**config.mk**
```make
export PLATFORM = sky130hd
export DESIGN_NAME = os_conv1d
export DESIGN_NICKNAME = d
export VERILOG_FILES = /design/src/rtl/os_conv_pkg.sv /design/src/rtl/os_conv_ctrl.sv /design/src/rtl/os_conv_datapath.sv /design/src/rtl/os_conv_tally.sv /design/src/rtl/os_conv1d.sv
export SDC_FILE = /design/constraint.sdc
export NUM_CORES = 1
export LEC_CHECK = 0
export BUFFER_PORTS_ARGS = -buffer_cell sky130_fd_sc_hd__buf_4
export CAP_MARGIN = 20
export CORE_ASPECT_RATIO = 0.8
export CORE_MARGIN = 3
export CORE_UTILIZATION = 54
export CTS_BUF_LIST = sky130_fd_sc_hd__clkbuf_16
export DETAILED_ROUTE_END_ITERATION = 8
export PLACE_DENSITY = 0.79
export SETUP_SLACK_MARGIN = 0.3
export SLEW_MARGIN = 40
export SYNTH_ARGS = -nofsm -noshare
export SYNTH_HDL_FRONTEND = slang
export SYNTH_HIERARCHICAL = 1
export SYNTH_SLANG_ARGS = --single-unit
```
**constraint.sdc**
```tcl
create_clock -name clk -period 4.9 [get_ports clk]
set_input_delay 0.49 -clock clk [delete_from_list [all_inputs] [get_ports clk]]
set_output_delay 0.49 -clock clk [all_outputs]
set_load 0.02 [all_outputs]
```
**src/rtl/os_conv_pkg.sv**
```systemverilog
package os_conv_pkg;

  typedef enum logic [1:0] {
    ST_IDLE  = 2'd0,
    ST_RUN   = 2'd1,
    ST_DRAIN = 2'd2,
    ST_DONE  = 2'd3
  } convState_t;

  // strobes from the sequencer to the arithmetic and tally blocks
  typedef struct packed {
    logic rdEn;        // read pair issued this cycle
    logic macEn;       // operands present, accumulate this cycle
    logic accClear;    // operand belongs to tap 0 of an output
    logic wrEn;        // finished output leaves this cycle
    logic tallyClear;  // run accepted, restart the tallies
  } convStrobe_t;

endpackage

```
**src/rtl/os_conv_ctrl.sv**
```systemverilog
module os_conv_ctrl
  import os_conv_pkg::*;
#(
  parameter int MAX_H  = 16,
  parameter int MAX_R  = 8,
  parameter int LEN_W  = 5,
  parameter int IDX_W  = 4,
  parameter int WIDX_W = 3
) (
  input  logic              clk,
  input  logic              rstN,
  input  logic              start,
  input  logic [LEN_W-1:0]  lenH,
  input  logic [LEN_W-1:0]  lenR,
  output logic              busy,
  output logic              done,
  output logic [IDX_W-1:0]  inAddr,
  output logic [WIDX_W-1:0] wtAddr,
  output logic [IDX_W-1:0]  outAddr,
  output convStrobe_t       strobe
);

  convState_t state, stateNext;

  logic [IDX_W-1:0]  eCnt, eLastQ;
  logic [WIDX_W-1:0] rCnt, rLastQ;
  logic              tapLast, outLast, legal, accept, issue;

  // stage 1: operands returning from the buffers
  logic              s1Valid, s1First, s1Last, s1Final;
  logic [IDX_W-1:0]  s1Idx;
  // stage 2: finished output leaving
  logic              wrValid, wrFinal;
  logic [IDX_W-1:0]  wrIdx;

  assign legal = (lenR != '0) && (lenR <= lenH) &&
                 (lenH <= LEN_W'(MAX_H)) && (lenR <= LEN_W'(MAX_R));
  assign accept  = (state == ST_IDLE) && start && legal;
  assign issue   = (state == ST_RUN);
  assign tapLast = (rCnt == rLastQ);
  assign outLast = (eCnt == eLastQ);

  always_comb begin
    stateNext = state;
    unique case (state)
      ST_IDLE:  if (accept) stateNext = ST_RUN;
      ST_RUN:   if (tapLast && outLast) stateNext = ST_DRAIN;
      ST_DRAIN: if (wrValid && wrFinal) stateNext = ST_DONE;
      ST_DONE:  stateNext = ST_IDLE;
      default:  stateNext = ST_IDLE;
    endcase
  end

  always_ff @(posedge clk or negedge rstN) begin
    if (!rstN) begin
      state  <= ST_IDLE;
      eCnt   <= '0;
      rCnt   <= '0;
      eLastQ <= '0;
      rLastQ <= '0;
    end else begin
      state <= stateNext;
      if (accept) begin
        eCnt   <= '0;
        rCnt   <= '0;
        eLastQ <= IDX_W'(lenH - lenR);
        rLastQ <= WIDX_W'(lenR - LEN_W'(1));
      end else if (issue) begin
        if (tapLast) begin
          rCnt <= '0;
          if (!outLast) eCnt <= eCnt + IDX_W'(1);
        end else begin
          rCnt <= rCnt + WIDX_W'(1);
        end
      end
    end
  end

  always_ff @(posedge clk or negedge rstN) begin
    if (!rstN) begin
      s1Valid <= 1'b0;
      s1First <= 1'b0;
      s1Last  <= 1'b0;
      s1Final <= 1'b0;
      s1Idx   <= '0;
      wrValid <= 1'b0;
      wrFinal <= 1'b0;
      wrIdx   <= '0;
    end else begin
      s1Valid <= issue;
      s1First <= issue && (rCnt == '0);
      s1Last  <= issue && tapLast;
      s1Final <= issue && tapLast && outLast;
      s1Idx   <= eCnt;
      wrValid <= s1Valid && s1Last;
      wrFinal <= s1Valid && s1Final;
      wrIdx   <= s1Idx;
    end
  end

  assign inAddr  = eCnt + IDX_W'(rCnt);
  assign wtAddr  = rCnt;
  assign outAddr = wrIdx;
  assign busy    = (state != ST_IDLE);
  assign done    = (state == ST_DONE);

  always_comb begin
    strobe            = '0;
    strobe.rdEn       = issue;
    strobe.macEn      = s1Valid;
    strobe.accClear   = s1First;
    strobe.wrEn       = wrValid;
    strobe.tallyClear = accept;
  end

endmodule

```
**src/rtl/os_conv_datapath.sv**
```systemverilog
module os_conv_datapath
  import os_conv_pkg::*;
#(
  parameter int DATA_W = 8,
  parameter int ACC_W  = 19
) (
  input  logic                     clk,
  input  logic                     rstN,
  input  convStrobe_t              strobe,
  input  logic signed [DATA_W-1:0] inData,
  input  logic signed [DATA_W-1:0] wtData,
  output logic signed [ACC_W-1:0]  outData
);

  localparam int PROD_W = 2 * DATA_W;

  logic signed [PROD_W-1:0] prod;
  logic signed [ACC_W-1:0]  acc, accBase;

  assign prod    = inData * wtData;
  assign accBase = strobe.accClear ? '0 : acc;

  always_ff @(posedge clk or negedge rstN) begin
    if (!rstN) acc <= '0;
    else if (strobe.macEn) acc <= accBase + ACC_W'(prod);
  end

  // the finished sum is held for the write cycle; the next output's
  // first tap overwrites it at the end of that same cycle
  assign outData = acc;

endmodule

```
**src/rtl/os_conv_tally.sv**
```systemverilog
module os_conv_tally
  import os_conv_pkg::*;
#(
  parameter int CNT_W = 8
) (
  input  logic             clk,
  input  logic             rstN,
  input  convStrobe_t      strobe,
  output logic [CNT_W-1:0] cntWtRd,
  output logic [CNT_W-1:0] cntInRd,
  output logic [CNT_W-1:0] cntOutRd,
  output logic [CNT_W-1:0] cntOutWr
);

  localparam int NUM_TALLY = 4;

  logic [NUM_TALLY-1:0] bump;
  logic [CNT_W-1:0]     tally [NUM_TALLY];

  // the output buffer has no read path, so its read tally never advances
  assign bump = {strobe.wrEn, 1'b0, strobe.rdEn, strobe.rdEn};

  for (genvar k = 0; k < NUM_TALLY; k++) begin : g_tally
    always_ff @(posedge clk or negedge rstN) begin
      if (!rstN) tally[k] <= '0;
      else if (strobe.tallyClear) tally[k] <= '0;
      else if (bump[k]) tally[k] <= tally[k] + CNT_W'(1);
    end
  end

  assign cntWtRd  = tally[0];
  assign cntInRd  = tally[1];
  assign cntOutRd = tally[2];
  assign cntOutWr = tally[3];

endmodule

```
**src/rtl/os_conv1d.sv**
```systemverilog
module os_conv1d
  import os_conv_pkg::*;
#(
  parameter int DATA_W = 8,
  parameter int MAX_H  = 16,
  parameter int MAX_R  = 8,
  localparam int LEN_W  = $clog2(MAX_H + 1),
  localparam int IDX_W  = (MAX_H > 1) ? $clog2(MAX_H) : 1,
  localparam int WIDX_W = (MAX_R > 1) ? $clog2(MAX_R) : 1,
  localparam int ACC_W  = 2 * DATA_W + ((MAX_R > 1) ? $clog2(MAX_R) : 1),
  localparam int CNT_W  = $clog2(MAX_H * MAX_R + 1)
) (
  input  logic                     clk,
  input  logic                     rstN,
  input  logic                     start,
  input  logic [LEN_W-1:0]         lenH,
  input  logic [LEN_W-1:0]         lenR,
  output logic                     busy,
  output logic                     done,
  output logic                     inRe,
  output logic [IDX_W-1:0]         inAddr,
  input  logic signed [DATA_W-1:0] inData,
  output logic                     wtRe,
  output logic [WIDX_W-1:0]        wtAddr,
  input  logic signed [DATA_W-1:0] wtData,
  output logic                     outWe,
  output logic [IDX_W-1:0]         outAddr,
  output logic signed [ACC_W-1:0]  outData,
  output logic [CNT_W-1:0]         cntWtRd,
  output logic [CNT_W-1:0]         cntInRd,
  output logic [CNT_W-1:0]         cntOutRd,
  output logic [CNT_W-1:0]         cntOutWr
);

  convStrobe_t strobe;

  os_conv_ctrl #(
    .MAX_H(MAX_H), .MAX_R(MAX_R), .LEN_W(LEN_W),
    .IDX_W(IDX_W), .WIDX_W(WIDX_W)
  ) u_ctrl (
    .clk(clk), .rstN(rstN), .start(start), .lenH(lenH), .lenR(lenR),
    .busy(busy), .done(done), .inAddr(inAddr), .wtAddr(wtAddr),
    .outAddr(outAddr), .strobe(strobe)
  );

  os_conv_datapath #(.DATA_W(DATA_W), .ACC_W(ACC_W)) u_dp (
    .clk(clk), .rstN(rstN), .strobe(strobe),
    .inData(inData), .wtData(wtData), .outData(outData)
  );

  os_conv_tally #(.CNT_W(CNT_W)) u_tally (
    .clk(clk), .rstN(rstN), .strobe(strobe),
    .cntWtRd(cntWtRd), .cntInRd(cntInRd),
    .cntOutRd(cntOutRd), .cntOutWr(cntOutWr)
  );

  assign inRe  = strobe.rdEn;
  assign wtRe  = strobe.rdEn;
  assign outWe = strobe.wrEn;

endmodule

```
======== Word-level counts from Yosys, hierarchy flattened ========
Index checks and enable logic that the tools add are counted.
word-level totals
  input bits .............................. 29
  word-level logic and storage cells ...... 78
  register bits ........................... 73
  output and inout bits ................... 67
cells by class
  magnitude comparators ................... 3
  muxes and demuxes ....................... 18
  reduce and logical (&&, ||, !) cells .... 21
  eq/ne operators ......................... 9
  multiply operators ...................... 1
  add/subtract/negate cells ............... 9
operator list
  operator             number
  $mux 8               6
  $add 8x1->8 const B  3
  $add 19x16->19       1
  $mux 19              1
  $mul 8x8->16         1
  $mux 4               4
  $logic_and 1x1->1    12
  $mux 3               3
  $pmux 2 s4           1
  $reduce_bool 2->1    4
  $mux 2               3
  $reduce_and 3->1     2
  $le 5x4->1 const B   1
  $le 5x5->1           1
  $le 5x5->1 const B   1
  $reduce_bool 5->1    1
  $add 4x1->4 const B  1
  $add 4x3->4          1
  $eq 2x2->1 const B   2
  $eq 4x4->1           1
  $ne 2x1->1 const B   2
  $ne 2x2->1 const B   2
  $sub 4x4->4          1
  $add 3x1->3 const B  1
  other kinds (5)      5

======== Depth between registers and ports, before layout ========
Gate-level depths: netlist (run 1).
  depth after elaboration ................. 7
  mapped depth ............................ 20
  mapped depth without buffers ............ 18

======== Hierarchy ========
Netlist (run 1), hierarchy kept.
by module, submodules not included
  module            seq. area each (sq um)  times used  cells each  area each (sq um)
  os_conv_datapath  475.5                   1           413         4185.3
  os_conv_ctrl      750.7                   1           154         1700.4
  os_conv_tally     600.6                   1           119         1209.9
  os_conv1d         0.0                     1           1           7.5

======== Worst setup path before layout (run 1) ========
No wires, ideal clock.
  kind .................................... input port to flip-flop
  start ................................... input wtData[1]
  end ..................................... register u_dp.acc[18], in the netlist u_dp/outData[18]
  required time ........................... 4.775 ns
  buffers on the path ..................... 1
  arrival time ............................ 5.053 ns
  cell stages on the path ................. 16
  library setup time ...................... 0.125 ns
  path slack .............................. -0.278 ns
  cell sequence ........................... clkbuf_1 > and2_1 > fa_1 > fa_1 > fa_1 > inv_1 > fa_1 > inv_1 > ha_1 > ha_1 > a21oi_1 > o21ai_0 > a21o_1 > a31o_2 > xnor2_1 > mux2_2
on the way
  longest elaborated chain between the ends .. 2
RTL lines
  item                  line                    source
  start, declared       os_conv1d.sv:25         input logic signed [DATA_W-1:0] wtData,
  $mul 8x8->16          os_conv_datapath.sv:20  assign prod = inData * wtData;
  $add 19x16->19        os_conv_datapath.sv:25  else if (strobe.macEn) acc <= accBase + ACC_W'(prod);
  end signal, assigned  os_conv_datapath.sv:25
  end, declared         os_conv_datapath.sv:18  logic signed [ACC_W-1:0] acc, accBase;
Every way passes these cells.
A chain may end at the register's enable or synchronous reset.

======== Final worst setup path (run 1) ========
  start ................................... register u_ctrl.s1First
  end ..................................... register u_dp.acc[18], in the netlist u_dp/outData[18]
on the way
  longest elaborated chain between the ends .. 2
RTL lines
  item                    line                    source
  start, declared         os_conv_ctrl.sv:30      logic s1Valid, s1First, s1Last, s1Final;
  start signal, assigned  os_conv_ctrl.sv:91      s1First <= issue && (rCnt == '0);
  $mux 19                 os_conv_datapath.sv:21  assign accBase = strobe.accClear ? '0 : acc;
  $add 19x16->19          os_conv_datapath.sv:25
Every way passes these cells.

==> results of run 1 <==
[area by class of cell]
class	instances	area (um2)	share of cell area (%)
Multi-Input combinational cell	496	5070	58.8
Sequential cell	73	1830	21.2
Timing Repair Buffer	103	793	9.20
Inverter	99	375	4.35
Clock buffer	9	225	2.61
Tap cell	171	214	2.48
Clock inverter	7	116	1.35
[per-layer routing]
metal	share of wire, %	GRT usage, %	vias up
li1	-	-	2377
met4	1.3	4.72	0
met1	44	30.2	2500
met3	5.6	3.95	19
met5	0	0	-
met2	49	39.0	140
[timing repair]
action / 4_1_cts / 5_1_grt
setup endpoints to repair: 6 / 7
pin swaps: 8 / 12
gates resized for setup: 15 / 21
buffers inserted: 1 / 2
[registers in the layout, indices dropped and copies added (netlist names)]
| name | count |
|---|---|
| u_ctrl/wrFinal | 1 |
| u_ctrl/eCnt | 4 |
| u_tally/cntInRd | 8 |
| u_ctrl/s1Last | 1 |
| u_ctrl/s1Idx | 4 |
| u_ctrl/outAddr | 4 |
| u_ctrl/s1First | 1 |
| u_ctrl/wrValid | 1 |
| u_ctrl/rLastQ | 3 |
| u_ctrl/state | 2 |
| u_ctrl/eLastQ | 4 |
| u_ctrl/s1Valid | 1 |
| u_tally/cntOutWr | 8 |
| u_dp/outData | 19 |
| u_ctrl/wtAddr | 3 |
| u_tally/cntWtRd | 8 |
| u_ctrl/s1Final | 1 |
[cell usage after synthesis (9+ instances only)]
cell type,number,area (um2)
inv_1,97,364
fa_1,86,1720
dfrtp_1,73,1830
ha_1,68,851
nand2_1,50,188
nor2_1,40,150
and2_1,36,225
xnor2_1,27,236
a21oi_1,24,120
buf_4,17,128
xor2_1,17,149
mux2_2,15,169
nor2b_1,14,87.6
o21ai_0,14,70.1
nand2b_1,9,56.3
or3_1,9,56.3
[metrics by stage]
step	instances	hold slack [ns]	setup TNS [ns]	util (%)
after floorplan	694	0.194	0	-
after global placement	939	0.333	0	64.6
after detailed placement	939	0.335	-0.310	64.6
after CTS	956	0.191	0	67.9
after global routing	958	0.220	0	68.9
final	958	0.158	0	68.9
[cells by family (layout without fill, tap and decap cells)]
kind of cell	after synthesis	count (layout)
multiplexers	24	24
buffers and inverters	125	218
XOR/XNOR	44	44
AO/OA/AOI/OAI	77	77
other	1	8
flip-flops	73	73
AND/OR/NAND/NOR	189	189
adder cells (fa/ha/maj)	154	154
[worst paths after layout]
path                            startpoint                 end  slack, ns  cells past startpoint
setup / recovery            u_ctrl/s1First    u_dp/outData[18]       0.30                     16
hold / removal                        rstN  u_tally/cntInRd[7]       0.16                      1
setup reg to reg            u_ctrl/s1First    u_dp/outData[18]       0.30                     16
hold reg to reg            u_ctrl/s1Idx[1]   u_ctrl/outAddr[1]       0.35                      0
max in group asynchronous             rstN      u_ctrl/s1First       4.25                      1
min in group clk           u_ctrl/s1Idx[1]   u_ctrl/outAddr[1]       0.35                      0
[critical path: stages (launching register included)]
cell	delay, ns
dfrtp_2	0.45
nand2b_4	0.16
fa_1	0.48
inv_1	0.06
fa_1	0.50
inv_1	0.05
fa_1	0.48
inv_1	0.06
fa_2	0.37
fa_2	0.49
ha_4	0.20
a21o_1	0.21
a21oi_4	0.20
a31oi_4	0.13
a31o_2	0.26
xnor2_1	0.12
mux2_2	0.27
==> flow_summary.ini, run 1 <==
[run_status]
status = complete, no violations

[routing]
post-route-drc-count = 0
drtAntennaViolNets = 0
totalWireLength_mm = 15.7
via_per_inst = 5.26
wl_per_cell_um = 16.4
dr.pass1.iters = 4
drt_iter0_markers = 255
num_vias = 5036

[setup_path]
required_ns = 5.11
arrival_ns = 4.81
start_kind = flop
crit_fanout = 6
worstSetupEndpointType = flop
worst-setup-path-type = reg2reg

[yosys]
yosysSeqAreaShare_pct = 25.7
synth_top_family_by_area = adder cells
synth_warnings = 6
yosysUniqueCellTypes = 56
netlist_area_um2 = 7100
post_synth_xor_area_fraction_pct = 5.43
synth_ff_type = dfrtp_1
synth_edf_count = 0
synth-simple-area-share_pct = 13.8
ys_ff_latch = 73
synth_compound_area_share_pct = 7.54
synthCells = 687
muxShareOfSynthArea_pct = 3.72
synthAdderAreaFrac_pct = 36.2
ys_async_sr_fraction_pct = 100
syn_area_per_cell_um2 = 10.3

[floorplanning]
rows = 36
io_pins = 96
dieHeight_um = 109
core_um2 = 12500
die_w_um = 134
dieArea_um2 = 14600
start_util_pct = 56.7

[clock_tree]
htree_levels = 3
clkSinkCount = 73
cts_tree = built
cts.clk_slew.worst_paths_ns = 0.06
numCtsBuffers = 9
cts_hold_buf = 0
clock_latency_ns = 0.33
clockRootBuffer = clkbuf_16
clockBufferDepth = 2

[final_layout]
layout-drive-gt1-share_pct = 25.2
layout_commonest_cell = buf_4
fin_area_um2 = 8620
diodes = 0
final_nets = 965
area_growth_pct = 21.4
most-common-layout-cells = buf_4, inv_1, fa_1
final.fill_count = 956

[sta]
tightest_slew_ns = 0.646
fin_skew_ns = 0.00784
fmax_mhz = 217
relSlewSlack_pct = 56.9
post-route-period-util_pct = 94.0
setup_viol = 0
rsz0062_at_grt = true
fin_ws_ns = 0.296
drv_slew = 0
finalHoldViolCount = 0
fin_crit_ns = 4.60

[placement]
dpl.hpwl_mm = 12.3
gp_congestion = 0.842
place_area_um2 = 8090
dp_slack_ns = -0.120
io_buffer_count = 87

[global_routing]
grt_pass1_wl_mm = 26.5
grt_overflow = 0
grt_max_degree = 74
antenna_found_initial = 0
grt_pass1_vias = 5514
grtUsageTotal_pct = 22.5

[worst_hold_path]
hold_path.class = in2async

[run]
cap_viol_max_count = 0
Power of run 1 is left out: the tool's default activity adds up to more than one toggle a clock period on the data nets, which glitch-free logic cannot reach.
==> run 2, diff against run 1 <==
CORE_UTILIZATION = 59   (was 54)
PLACE_DENSITY = 0.81   (was 0.79)
TNS_END_PERCENT = 5   (was not set)
clock period = 5.5 ns   (was 4.9 ns; I/O delays follow)
==> run 2 against run 1 <==
Effect of this change: first-iteration DRC count down 13%; non-clock buffer count down 12; core utilization up 1.2 points; setup slack better by 0.21 ns; routed wire length down 5.5%; sequential share of layout area up 1.2 points; global-route usage up 1.2 points; worst hold slack better by 0.056 ns; clock skew up 0.0022 ns; via count up 0.66%; critical path type is now in2reg; critical endpoint unchanged.
==> flow_summary.ini, run 2 (synthesis results as in run 1) <==
[routing]
totalWireLength_mm = 14.8
via_per_inst = 5.49
wl_per_cell_um = 16.1
dr.pass1.iters = 4
post-route-drc-count = 0
num_vias = 5069
drt_iter0_markers = 222
drtAntennaViolNets = 0

[sta]
tightest_slew_ns = 0.838
relSlewSlack_pct = 44.1
rsz0062_at_grt = false
fin_crit_ns = 4.99
setup_viol = 0
fin_skew_ns = 0.0100
fmax_mhz = 200
post-route-period-util_pct = 90.8
timing.hold.ws_ns = 0.214
finalSetupTns_ns = 0
drv_slew = 0
finalHoldViolCount = 0

[floorplanning]
start_util_pct = 61.0
dieHeight_um = 104
io_pins = 96
rows = 35
core_um2 = 11600
die_w_um = 129
dieArea_um2 = 13400

[global_routing]
grt_max_degree = 74
grt_pass1_vias = 5434
grt_overflow = 0
grtUsageTotal_pct = 23.7
grt_pass1_wl_mm = 25.9
antenna_found_initial = 0

[setup_path]
worst-setup-path-type = in2reg
crit-reg2reg-launch = u_ctrl/s1First
arrival_ns = 5.20
crit_fanout = 8
regToRegSetupSlack_ns = 0.51
worstSetupEndpointType = flop
rr_endpoint = u_dp/outData[18]
start_kind = input pin
reg2reg_depth = 16
required_ns = 5.71

[clock_tree]
clockRootBuffer = clkbuf_16
numCtsBuffers = 9
post-cts-setup-buffers = 0
cts_tree = built
cts.clk_slew.worst_paths_ns = 0.06
clock_latency_ns = 0.33
clkSinkCount = 73
cts_hold_buf = 0
htree_levels = 3
postCtsResizedCells = 0
clockBufferDepth = 2

[final_layout]
layout-drive-gt1-share_pct = 17.9
layout_commonest_cell = inv_1
area_growth_pct = 14.9
final_nets = 953
diodes = 0
most-common-layout-cells = inv_1, buf_4, fa_1
largest_reg_flops = 19

[worst_hold_path]
hold_path.class = in2async

[run]
cap_viol_max_count = 0

[placement]
dpl.hpwl_mm = 11.9
gp_congestion = 0.882
io_buffer_count = 87

[run_status]
status = complete, no violations
## run 2: changes by cell type in the layout (fill, tap and decap cells not counted), sizes merged
cell	delta
buf	-12
bufinv	-1
inv	+1
## run 2: cell type report
class                      count  area (um2)
timing repair buffer          91         691
inverter                      99         372
clock buffer                   9         225
sequential                    73        1830
multi-input combinational    496        4770
tap                          148         185
clock inverter                 7        92.6
fill                         834        3480
## run 2: layer usage
metal  up-vias  GRT usage, %  wire, um
met1      2515          33.3      6650
li1       2350             -         -
met4         0          6.67       259
met3        23          4.62       893
met2       181          37.8      7020
met5         -             0         0
## run 2: worst max-delay path by stage
stage	startpoint	to	slack, ns
after detailed placement	wtData[2]	u_dp/outData[18]	0.19
final	wtData[2]	u_dp/outData[18]	0.51
after global placement	inData[7]	u_dp/outData[18]	0.32
after CTS	wtData[2]	u_dp/outData[18]	0.53
after global routing	wtData[2]	u_dp/outData[18]	0.30
after floorplan	wtData[1]	u_dp/outData[18]	0.51
## run 2: worst max-delay path: stages
cell and delay (ns):
buf_4 0.14, nand2_1 0.15, inv_1 0.07, fa_1 0.53, inv_1 0.17, fa_1 0.54, inv_1 0.07, fa_1 0.54
inv_1 0.06, fa_1 0.55, inv_1 0.04, ha_1 0.28, ha_1 0.35, a21oi_1 0.14, o21ai_0 0.20, a21o_1 0.23
a31o_2 0.21, xnor2_1 0.11, mux2_2 0.26
## run 2: through the flow
stage          util (%)  instance area (um2)  instances  setup slack [ns]
2_1_floorplan         -                 7130        694             0.510
3_3_place_gp       67.2                 7830        906             0.319
3_5_place_dp       67.4                 7850        907             0.186
4_1_cts            70.1                 8160        923             0.532
5_1_grt            70.1                 8160        923             0.301
6_report           70.1                 8160        923             0.507
Power of run 2 is left out for the same reason.
